### src/rtl/ddr_init_pkg.sv
// Shared encodings for the DDR power-up sequencer.
// Assumes a single-rank device with a 2-bit bank address.
package ddr_init_pkg;

    // Command bus value, bit order {cs_n, ras_n, cas_n, we_n}
    typedef enum logic [3:0] {
        CMD_MRS  = 4'b0000,
        CMD_REF  = 4'b0001,
        CMD_PALL = 4'b0010,
        CMD_NOP  = 4'b0111
    } cmd_e;

    typedef enum logic [3:0] {
        ST_IDLE,
        ST_STAB,
        ST_CKE_ON,
        ST_PALL_A,
        ST_EMRS,
        ST_MRS_RST,
        ST_PALL_B,
        ST_REF,
        ST_MRS_OP,
        ST_WAIT,
        ST_DONE
    } state_e;

    // Which address/bank word the bus carries
    typedef enum logic [2:0] {
        WD_ZERO,
        WD_PALL,
        WD_EXT,
        WD_MODE_RST,
        WD_MODE_RUN
    } word_e;

    // Burst length to mode register code; unknown lengths map to 8
    function automatic logic [2:0] burst_code(input int len);
        case (len)
            2:       return 3'b001;
            4:       return 3'b010;
            default: return 3'b011;
        endcase
    endfunction

endpackage

### src/rtl/seq_timer.sv
// Shared down-counter for all sequencer waits.
// Load a value N and 'last' is high in the N-th cycle after the load edge.
// Assumes N >= 1; the counter parks at zero when not reloaded.
module seq_timer #(
    parameter int CNT_W = 16
) (
    input  logic             clk,
    input  logic             rst_n,
    input  logic             load,
    input  logic [CNT_W-1:0] load_val,
    output logic             last
);
    logic [CNT_W-1:0] cnt_q;

    // Load or count down toward zero
    always_ff @(posedge clk) begin
        if (!rst_n)           cnt_q <= '0;
        else if (load)        cnt_q <= load_val;
        else if (cnt_q != '0) cnt_q <= cnt_q - 1'b1;
    end

    assign last = (cnt_q == CNT_W'(1));


    load_val_chk: assert property (@(posedge clk) disable iff (!rst_n)
        load |-> (load_val != '0));


    no_skip_chk: assert property (@(posedge clk) disable iff (!rst_n)
        (!load && cnt_q > CNT_W'(1)) |=> (cnt_q == $past(cnt_q) - 1'b1));

endmodule

### src/rtl/mode_word.sv
// Builds the address and bank-address values for each command kind.
// Mode bits: [2:0] burst code, [3] burst type, [6:4] CAS code, [8] DLL reset.
// Assumes ADDR_W >= 11 so the precharge-all bit exists.
module mode_word
    import ddr_init_pkg::*;
#(
    parameter int ADDR_W    = 12,
    parameter int BURST_LEN = 8,
    parameter int BURST_ILV = 0,
    parameter int CAS_LAT   = 3
) (
    input  word_e             sel,
    output logic [ADDR_W-1:0] addr,
    output logic [1:0]        ba
);
    localparam logic [2:0] BL_BITS = burst_code(BURST_LEN);
    localparam logic       BT_BIT  = (BURST_ILV != 0);
    localparam logic [2:0] CL_BITS = 3'(CAS_LAT);
    localparam logic [6:0] BASE    = {CL_BITS, BT_BIT, BL_BITS};

    // Decode the selected word onto the bus
    always_comb begin
        addr = '0;
        ba   = 2'b00;
        case (sel)
            WD_PALL:     addr[10] = 1'b1;
            WD_EXT:      ba = 2'b01;
            WD_MODE_RST: begin
                addr[6:0] = BASE;
                addr[8]   = 1'b1;
            end
            WD_MODE_RUN: addr[6:0] = BASE;
            default:     ;
        endcase
    end

endmodule

### src/rtl/ddr_init_seq.sv
// DDR SDRAM power-up initialization sequencer (top).
// Steps the memory through stabilization, clock enable, precharge,
// DLL enable, DLL reset, precharge, refreshes and the final mode write,
// then holds init_done until reset. Outputs are decoded from state.
// Assumes T_RP >= 2, T_RFC >= 2, N_REF >= 1, CLK_MHZ*STAB_US >= 1.
module ddr_init_seq
    import ddr_init_pkg::*;
#(
    parameter int CLK_MHZ   = 200,
    parameter int STAB_US   = 200,
    parameter int T_RP      = 3,
    parameter int T_RFC     = 14,
    parameter int N_REF     = 2,
    parameter int DLL_LOCK  = 200,
    parameter int ADDR_W    = 12,
    parameter int BURST_LEN = 8,
    parameter int BURST_ILV = 0,
    parameter int CAS_LAT   = 3
) (
    input  logic              clk,
    input  logic              rst_n,
    input  logic              start,
    output logic              cke,
    output logic              cs_n,
    output logic              ras_n,
    output logic              cas_n,
    output logic              we_n,
    output logic [ADDR_W-1:0] addr,
    output logic [1:0]        ba,
    output logic              init_done
);
    localparam int T_MRD     = 2;
    localparam int STAB_CYC  = CLK_MHZ * STAB_US;
    localparam int LOCK_LEFT = DLL_LOCK - (T_MRD + T_RP + (N_REF - 1) * T_RFC);
    localparam int LAST_GAP  = (LOCK_LEFT > T_RFC) ? LOCK_LEFT : T_RFC;
    localparam int CNT_W     = $clog2(STAB_CYC + DLL_LOCK + T_RFC + T_RP + 2);
    localparam int REF_W     = $clog2(N_REF + 1);
    localparam logic [CNT_W-1:0] LD_STAB = CNT_W'(STAB_CYC);
    localparam logic [CNT_W-1:0] LD_RP   = CNT_W'(T_RP - 1);
    localparam logic [CNT_W-1:0] LD_MRD  = CNT_W'(T_MRD - 1);
    localparam logic [CNT_W-1:0] LD_RFC  = CNT_W'(T_RFC - 1);
    localparam logic [CNT_W-1:0] LD_LAST = CNT_W'(LAST_GAP - 1);

    state_e            state_q, state_d, ret_q, ret_d;
    logic [REF_W-1:0]  ref_q, ref_d;
    logic              t_load, t_last;
    logic [CNT_W-1:0]  t_val;
    cmd_e              cmd;
    word_e             wsel;

    seq_timer #(.CNT_W(CNT_W)) u_timer (
        .clk      (clk),
        .rst_n    (rst_n),
        .load     (t_load),
        .load_val (t_val),
        .last     (t_last)
    );

    mode_word #(
        .ADDR_W    (ADDR_W),
        .BURST_LEN (BURST_LEN),
        .BURST_ILV (BURST_ILV),
        .CAS_LAT   (CAS_LAT)
    ) u_word (
        .sel  (wsel),
        .addr (addr),
        .ba   (ba)
    );

    // State, return target and refresh count registers
    always_ff @(posedge clk) begin
        if (!rst_n) begin
            state_q <= ST_IDLE;
            ret_q   <= ST_IDLE;
            ref_q   <= '0;
        end else begin
            state_q <= state_d;
            ret_q   <= ret_d;
            ref_q   <= ref_d;
        end
    end

    // Next-state logic: each command lasts one cycle, then WAIT covers its gap
    always_comb begin
        state_d = state_q;
        ret_d   = ret_q;
        ref_d   = ref_q;
        t_load  = 1'b0;
        t_val   = '0;
        case (state_q)
            ST_IDLE: if (start) begin
                state_d = ST_STAB;
                t_load  = 1'b1;
                t_val   = LD_STAB;
            end
            ST_STAB:   if (t_last) state_d = ST_CKE_ON;
            ST_CKE_ON: state_d = ST_PALL_A;
            ST_PALL_A: begin
                state_d = ST_WAIT; ret_d = ST_EMRS; t_load = 1'b1; t_val = LD_RP;
            end
            ST_EMRS: begin
                state_d = ST_WAIT; ret_d = ST_MRS_RST; t_load = 1'b1; t_val = LD_MRD;
            end
            ST_MRS_RST: begin
                state_d = ST_WAIT; ret_d = ST_PALL_B; t_load = 1'b1; t_val = LD_MRD;
            end
            ST_PALL_B: begin
                state_d = ST_WAIT; ret_d = ST_REF; t_load = 1'b1; t_val = LD_RP;
                ref_d   = '0;
            end
            ST_REF: begin
                state_d = ST_WAIT;
                t_load  = 1'b1;
                if (ref_q == REF_W'(N_REF - 1)) begin
                    ret_d = ST_MRS_OP;
                    t_val = LD_LAST;
                end else begin
                    ret_d = ST_REF;
                    t_val = LD_RFC;
                    ref_d = ref_q + 1'b1;
                end
            end
            ST_MRS_OP: begin
                state_d = ST_WAIT; ret_d = ST_DONE; t_load = 1'b1; t_val = LD_MRD;
            end
            ST_WAIT:   if (t_last) state_d = ret_q;
            ST_DONE:   state_d = ST_DONE;
            default:   state_d = ST_IDLE;
        endcase
    end

    // Output decode from the current state
    always_comb begin
        cmd  = CMD_NOP;
        wsel = WD_ZERO;
        case (state_q)
            ST_PALL_A, ST_PALL_B: begin cmd = CMD_PALL; wsel = WD_PALL;     end
            ST_EMRS:              begin cmd = CMD_MRS;  wsel = WD_EXT;      end
            ST_MRS_RST:           begin cmd = CMD_MRS;  wsel = WD_MODE_RST; end
            ST_MRS_OP:            begin cmd = CMD_MRS;  wsel = WD_MODE_RUN; end
            ST_REF:               cmd = CMD_REF;
            default:              ;
        endcase
    end

    assign {cs_n, ras_n, cas_n, we_n} = cmd;
    assign cke       = (state_q != ST_IDLE) && (state_q != ST_STAB);
    assign init_done = (state_q == ST_DONE);

    // Cycles since the DLL-reset write, saturating (assertion support)
    logic [15:0] lock_cnt_q;
    always_ff @(posedge clk) begin
        if (!rst_n)
            lock_cnt_q <= '0;
        else if (cmd == CMD_MRS && ba == 2'b00 && addr[8])
            lock_cnt_q <= 16'd1;
        else if (lock_cnt_q != '0 && lock_cnt_q != 16'hFFFF)
            lock_cnt_q <= lock_cnt_q + 1'b1;
    end


    cke_hold_chk: assert property (@(posedge clk) disable iff (!rst_n)
        cke |=> cke);


    nop_cke_low_chk: assert property (@(posedge clk) disable iff (!rst_n)
        !cke |-> ({cs_n, ras_n, cas_n, we_n} == 4'b0111));


    pall_a10_chk: assert property (@(posedge clk) disable iff (!rst_n)
        ({cs_n, ras_n, cas_n, we_n} == 4'b0010) |-> (addr[10] && ba == 2'b00));


    mrs_gap_chk: assert property (@(posedge clk) disable iff (!rst_n)
        ({cs_n, ras_n, cas_n, we_n} == 4'b0000) |=> ({cs_n, ras_n, cas_n, we_n} == 4'b0111));


    dll_lock_chk: assert property (@(posedge clk) disable iff (!rst_n)
        ({cs_n, ras_n, cas_n, we_n} == 4'b0000 && ba == 2'b00 && !addr[8])
            |-> (lock_cnt_q >= 16'(DLL_LOCK)));


    done_sticky_chk: assert property (@(posedge clk) disable iff (!rst_n)
        init_done |=> (init_done && cke));

endmodule

### config.mk
export PLATFORM = sky130hd
export DESIGN_NAME = ddr_init_seq
export DESIGN_NICKNAME = d
export VERILOG_FILES = /design/src/rtl/ddr_init_pkg.sv /design/src/rtl/seq_timer.sv /design/src/rtl/mode_word.sv /design/src/rtl/ddr_init_seq.sv
export SDC_FILE = /design/constraint.sdc
export NUM_CORES = 1
export LEC_CHECK = 0
export BUFFER_PORTS_ARGS = -buffer_cell sky130_fd_sc_hd__buf_2
export CORE_UTILIZATION = 37
export CTS_CLUSTER_DIAMETER = 50
export CTS_CLUSTER_SIZE = 14
export DETAILED_ROUTE_END_ITERATION = 8
export SYNTH_ARGS = -nofsm -noshare
export SYNTH_HDL_FRONTEND = slang
export SYNTH_SLANG_ARGS = --single-unit
### constraint.sdc
create_clock -name clk -period 3.1 [get_ports clk]
set_clock_uncertainty 0.15 [all_clocks]
set_input_delay 0.62 -clock clk [delete_from_list [all_inputs] [get_ports clk]]
set_output_delay 0.62 -clock clk [all_outputs]
set_load 0.005 [all_outputs]
==> Word level (Yosys, flattened, before mapping) <==
Cells that the tools add are included.
{ "op_classes": {"add_sub_neg": 2, "n_eq_ne": 21, "muxes": 21, "reduce_logical": 13} }
{ "ops": {"columns": ["operator", "n"], "rows": [
  ["case mux 16 bit (4 select lines)", 1],
  ["two-way mux 16 bit", 3],
  ["case mux 4 bit (6 select lines)", 2],
  ["equality test 16 x 1 -> 1 bit (second input constant)", 1],
  ["equality test 4 x 3 -> 1 bit (second input constant)", 4],
  ["two-way mux 4 bit", 4],
  ["nonzero test 16 bit", 1],
  ["subtractor 16 x 1 -> 16 bit (second input constant)", 1],
  ["equality test 4 bit (second input constant)", 3],
  ["case mux 3 bit (4 select lines)", 1],
  ["case mux 3 bit (3 select lines)", 1],
  ["equality test 4 x 2 -> 1 bit (second input constant)", 2],
  ["two-way mux 8 bit", 1],
  ["!= test 2 bit (second input constant)", 4],
  ["equality test 3 x 2 -> 1 bit (second input constant)", 2],
  ["two-way mux 6 bit", 1],
  ["nonzero test 6 bit", 1],
  ["OR reduction 6 bit", 1],
  ["equality test 4 x 1 -> 1 bit (second input constant)", 1],
  ["zero test 4 bit", 1],
  ["two-way mux 1 bit", 4],
  ["!= test 4 x 1 -> 1 bit (second input constant)", 1],
  ["case mux 2 bit (2 select lines)", 1],
  ["nonzero test 2 bit", 2],
  ["other kinds (12)", 13]
]} }
{ "word_totals": {"register_bits": 26, "inputBits": 3, "out_inout_bits": 20, "wordCells": 61} }

==> Depth between registers and ports, before layout <==
{ "depth": {"depth_word": 6, "mapped_depth": 7, "mapped_depth_nobuf": 6} }

==> Cells and area by module <==
A second synthesis with hierarchy kept.
{ "hier_totals": {"cells_unflattened": 233, "area_unflattened_um2": 1788.0} }
{ "by_module_without_submodules": {"columns": ["module", "n_inst", "cells_per_inst", "area_per_inst_um2", "seq_area_each_um2"], "rows": [
  ["seq_timer", 1, 115, 918.4, 320.3],
  ["ddr_init_seq", 1, 101, 755.7, 200.2],
  ["mode_word", 1, 17, 113.9, 0.0]
]} }

==> Worst setup path after synthesis <==
Ideal clock, no wire load.
{ "synth_timing": {"path_kind": "flip-flop to output port", "startpoint": "reg state_q[3]", "endpoint": "out addr[1]", "arrival_ns": 1.522, "required_time_ns": 2.330, "path_slack_ns": 0.808, "path_stages_with_launch": 5, "n_path_buf": 2, "cell_sequence": "dfxtp_1 clkbuf_1 or3b_2 a21oi_1 buf_4"} }
{ "synth_via": {"elab_chain_cells": 6, "elab_cells_between_ends": 11, "cone_classes": "eq/ne (7); mux (2); reduce/logical (2)"} }
{ "synth_rtl": {"columns": ["element", "line_no", "text"], "rows": [
  ["start: declaration", "ddr_init_seq.sv:44", "state_e state_q, state_d, ret_q, ret_d;"],
  ["start signal: assignment", "ddr_init_seq.sv:77", "state_q <= state_d;"],
  ["equality test 4 x 2 -> 1 bit / equality test 4 x 3 -> 1 bit (equally long branches)", "ddr_init_seq.sv:136", "case (state_q)"],
  ["OR reduction 2 bit (no source line)", null, null],
  ["case mux 3 bit (4 select lines) *", "ddr_init_seq.sv:136", null],
  ["equality test 3 bit / equality test 3 x 2 -> 1 bit (equally long branches)", "mode_word.sv:25", "case (sel)"],
  ["OR reduction 2 bit (no source line) *", null, null],
  ["two-way mux 6 bit *", "mode_word.sv:25", null],
  ["end: declaration", "ddr_init_seq.sv:28", "output logic [ADDR_W-1:0] addr,"]
]} }
Every way passes the cells marked *; elsewhere a longest branch is shown, timed or not.

==> Worst setup path in the final report <==
{ "layout_timing": {"startpoint": "reg state_q[2]", "endpoint": "out ras_n"} }
{ "layout_via": {"elab_chain_cells": 3, "elab_cells_between_ends": 9, "cone_classes": "eq/ne (6); mux (1); reduce/logical (2)"} }
{ "layout_rtl": {"columns": ["element", "line_no", "text"], "rows": [
  ["equality test 4 bit (tied with other cells)", "ddr_init_seq.sv:136", null],
  ["OR reduction 3 bit (no source line) / OR reduction 2 bit (equally long branches)", null, null],
  ["case mux 3 bit (3 select lines) *", "ddr_init_seq.sv:136", null],
  ["end: declaration", "ddr_init_seq.sv:25", "output logic ras_n,"]
]} }
Marked as above.

==> reports/metrics.yaml <==
die_y_um: 68.3
vias: 1439
path_clk_slew_ns: 0.09
synth.area.mux_share_pct: 2.62
cts_resized: 0
cpMaxStageDelayCell: "dfxtp_1"
whs_ns: 0.337
rsz0062_at_grt: "false"
initial_utilization_pct: 39.5
final_cell_area_sq_um: 1740
synth_top_family_by_area: "simple AND/OR/NAND/NOR gates"
synthAdderAreaFrac_pct: 2.31
pre_cts_slack_ns: 0.684
yosys.area_share.xor_xnor_pct: 2.15
layout_commonest_cell: "dfxtp_1"
layout_common_cells: "dfxtp_1, nor2_1, a21oi_1"
dr.pass1.iters: 4
setup_tns_ns: 0
cp_max_fo: 19
rows: 23
yosysUniqueCellTypes: 52
setup_violations: 0
cpPeakStageDelay_ns: 0.68
cap_violations: 0
grt_max_degree: 21
power_frac_seq_pct: 38.4
finalHoldViolCount: 0
yosys_warnings: 0
grt_pass1_wl_um: 6180
grt_use_total_pct: 17.8
drt_iter0_drc: 48
postCtsSetupBuffers: 0
post-route-period-util_pct: 89.1
p_comb_share_pct: 45.9
root_buffer: "clkbuf_8"
endpoint_kind: "primary output"
numPortBuffers: 14
syn2layout_area_growth_pct: 6.92
ys_ff_latch: 26
cp-start-kind: "flip-flop"
globalRouteOverflowTotal: 0
post-route-min-period_ns: 2.76
routed_wl_um: 3630
dpl-instance-area_sq_um: 1680
diodes: 0
slew_headroom_pct: 56.3
dp_hpwl_um: 2690
drive_gt1_share_pct: 16.8
cts_tree: "yes"
layout_setup_ws_ns: 0.338
slew_viol_final: 0
nNetsFinal: 215
hold_class: "reg -> reg"
required_ns: 2.33
gp_congestion: 0.788
die_x_um: 68.3
die_area_sq_um: 4670
switchingPower_w: 0.000590
core-area_sq_um: 4120
syn_avg_cell_area_sq_um: 8.09
cts_made_buffers: 3
hold_buffers: 0
internal_power_w: 0.000851
cts_buffer_depth: 2
synth_area_sq_um: 1630
h-tree-depth: 1
crit_type: "reg -> out"
synth-compound-area-share_pct: 22.3
worstPathArrival_ns: 1.99
ios: 23
cts.sinks: 26
synth-simple-area-share_pct: 28.5
p_leak_nw: 0.663
netlist_instances: 201
p_per_area_nw_per_um2: 829
grt_pass1_vias: 1309
ys.flop_type: "dfxtp_1"
drt-wirelength-per-cell_um: 14.1
max_freq_ghz: 0.362
placed_cells: 254
worst_pin_slew_ns: 0.650
synth-edff-count: 0
crit_chain: "a21oi_1, or2_2, nand2_1, inv_1, buf_2"
p_sw_share_pct: 41.0
peakVddDrop_uv: 399
vias_per_cell: 5.58
ant_nets: 0
drcViolationCount: 0
power.share.clock_pct: 15.7
antenna_found_initial: 0
clock_latency_ns: 0.28
synth_seq_area_share_pct: 32.0
stdcell_count: 258
async_flop_share_pct: 0
status: "complete, no violations"
-- kinds of logic after synthesis --
kind of cell	after synthesis
AO/OA/AOI/OAI	52
XOR/XNOR	4
adder cells (fa/ha/maj)	3
buffers and inverters	30
flip-flops	26
multiplexers	4
other	1
AND/OR/NAND/NOR	81
-- synthesized netlist by cell type, types with 4 or more instances --
cell type / instances / area, sq um
nand2_1: 15 / 56.3
or2_2: 4 / 25.0
inv_1: 7 / 26.3
or4_1: 5 / 37.5
xnor2_1: 4 / 35.0
clkbuf_1: 10 / 37.5
dfxtp_1: 26 / 521
buf_4: 11 / 82.6
nor2_1: 17 / 63.8
nand2b_1: 4 / 25.0
o31ai_1: 4 / 30.0
a211oi_1: 5 / 37.5
nor4_1: 6 / 37.5
a21oi_1: 16 / 80.1
-- worst max-delay path, delay by kind of cell (launching register included) --
family                 cells  cell delay, ns
and+or+nand+nor            2            0.53
buffers and inverters      2            0.30
DFF                        1            0.68
AOI/OAI and AO/OA          1            0.20
-- routing by layer --
layer | track usage, % | wire length (um) | part of all wire [%]
met2 | 27.7 | 1640 | 45
met4 | 6.25 | 44 | 1.2
met1 | 24.6 | 1760 | 48
met3 | 2.67 | 190 | 5.2
met5 | 0 | 0 | 0
-- cell type report --
class,instances,area (sq um)
Fill cell,412,2380
Multi-Input combinational cell,152,971
Sequential cell,26,520
Timing Repair Buffer,18,100
Tap cell,50,62.6
Clock buffer,4,55.1
Inverter,8,30.0
-- path summary, 6_finish.rpt --
check                                        end  cells past startpoint  slack, ns              from
worst min-delay path                    ret_q[3]                      2       0.34          ret_q[3]
worst min register to register          ret_q[3]                      2       0.34          ret_q[3]
worst max-delay path                       ras_n                      5       0.34        state_q[2]
worst max register to register  u_timer.cnt_q[1]                      4       0.79  u_timer.cnt_q[8]
-- through the flow --
step,utilization [%],total power (W)
6_report,42.3,0.00144
3_3_place_gp,40.9,0.00123
3_5_place_dp,40.9,0.00122
5_1_grt,42.3,0.00157
2_1_floorplan,-,0.00109
4_1_cts,42.3,0.00145
-- power groups by stage --
| stage | logic (W) | registers, W | clock network [W] |
|---|---|---|---|
| floorplan | 0.000587 | 0.000504 | 0 |
| global placement | 0.000667 | 0.000558 | 0 |
| detailed placement | 0.000658 | 0.000560 | 0 |
| CTS | 0.000664 | 0.000551 | 0.000240 |
| global route | 0.000747 | 0.000577 | 0.000251 |
| finish | 0.000662 | 0.000554 | 0.000226 |
-- registers in the layout, indices dropped and copies added (netlist names) --
register	count
ref_q	2
state_q	4
u_timer.cnt_q	16
ret_q	4
No activity file was read; power rests on OpenSTA's default activity.
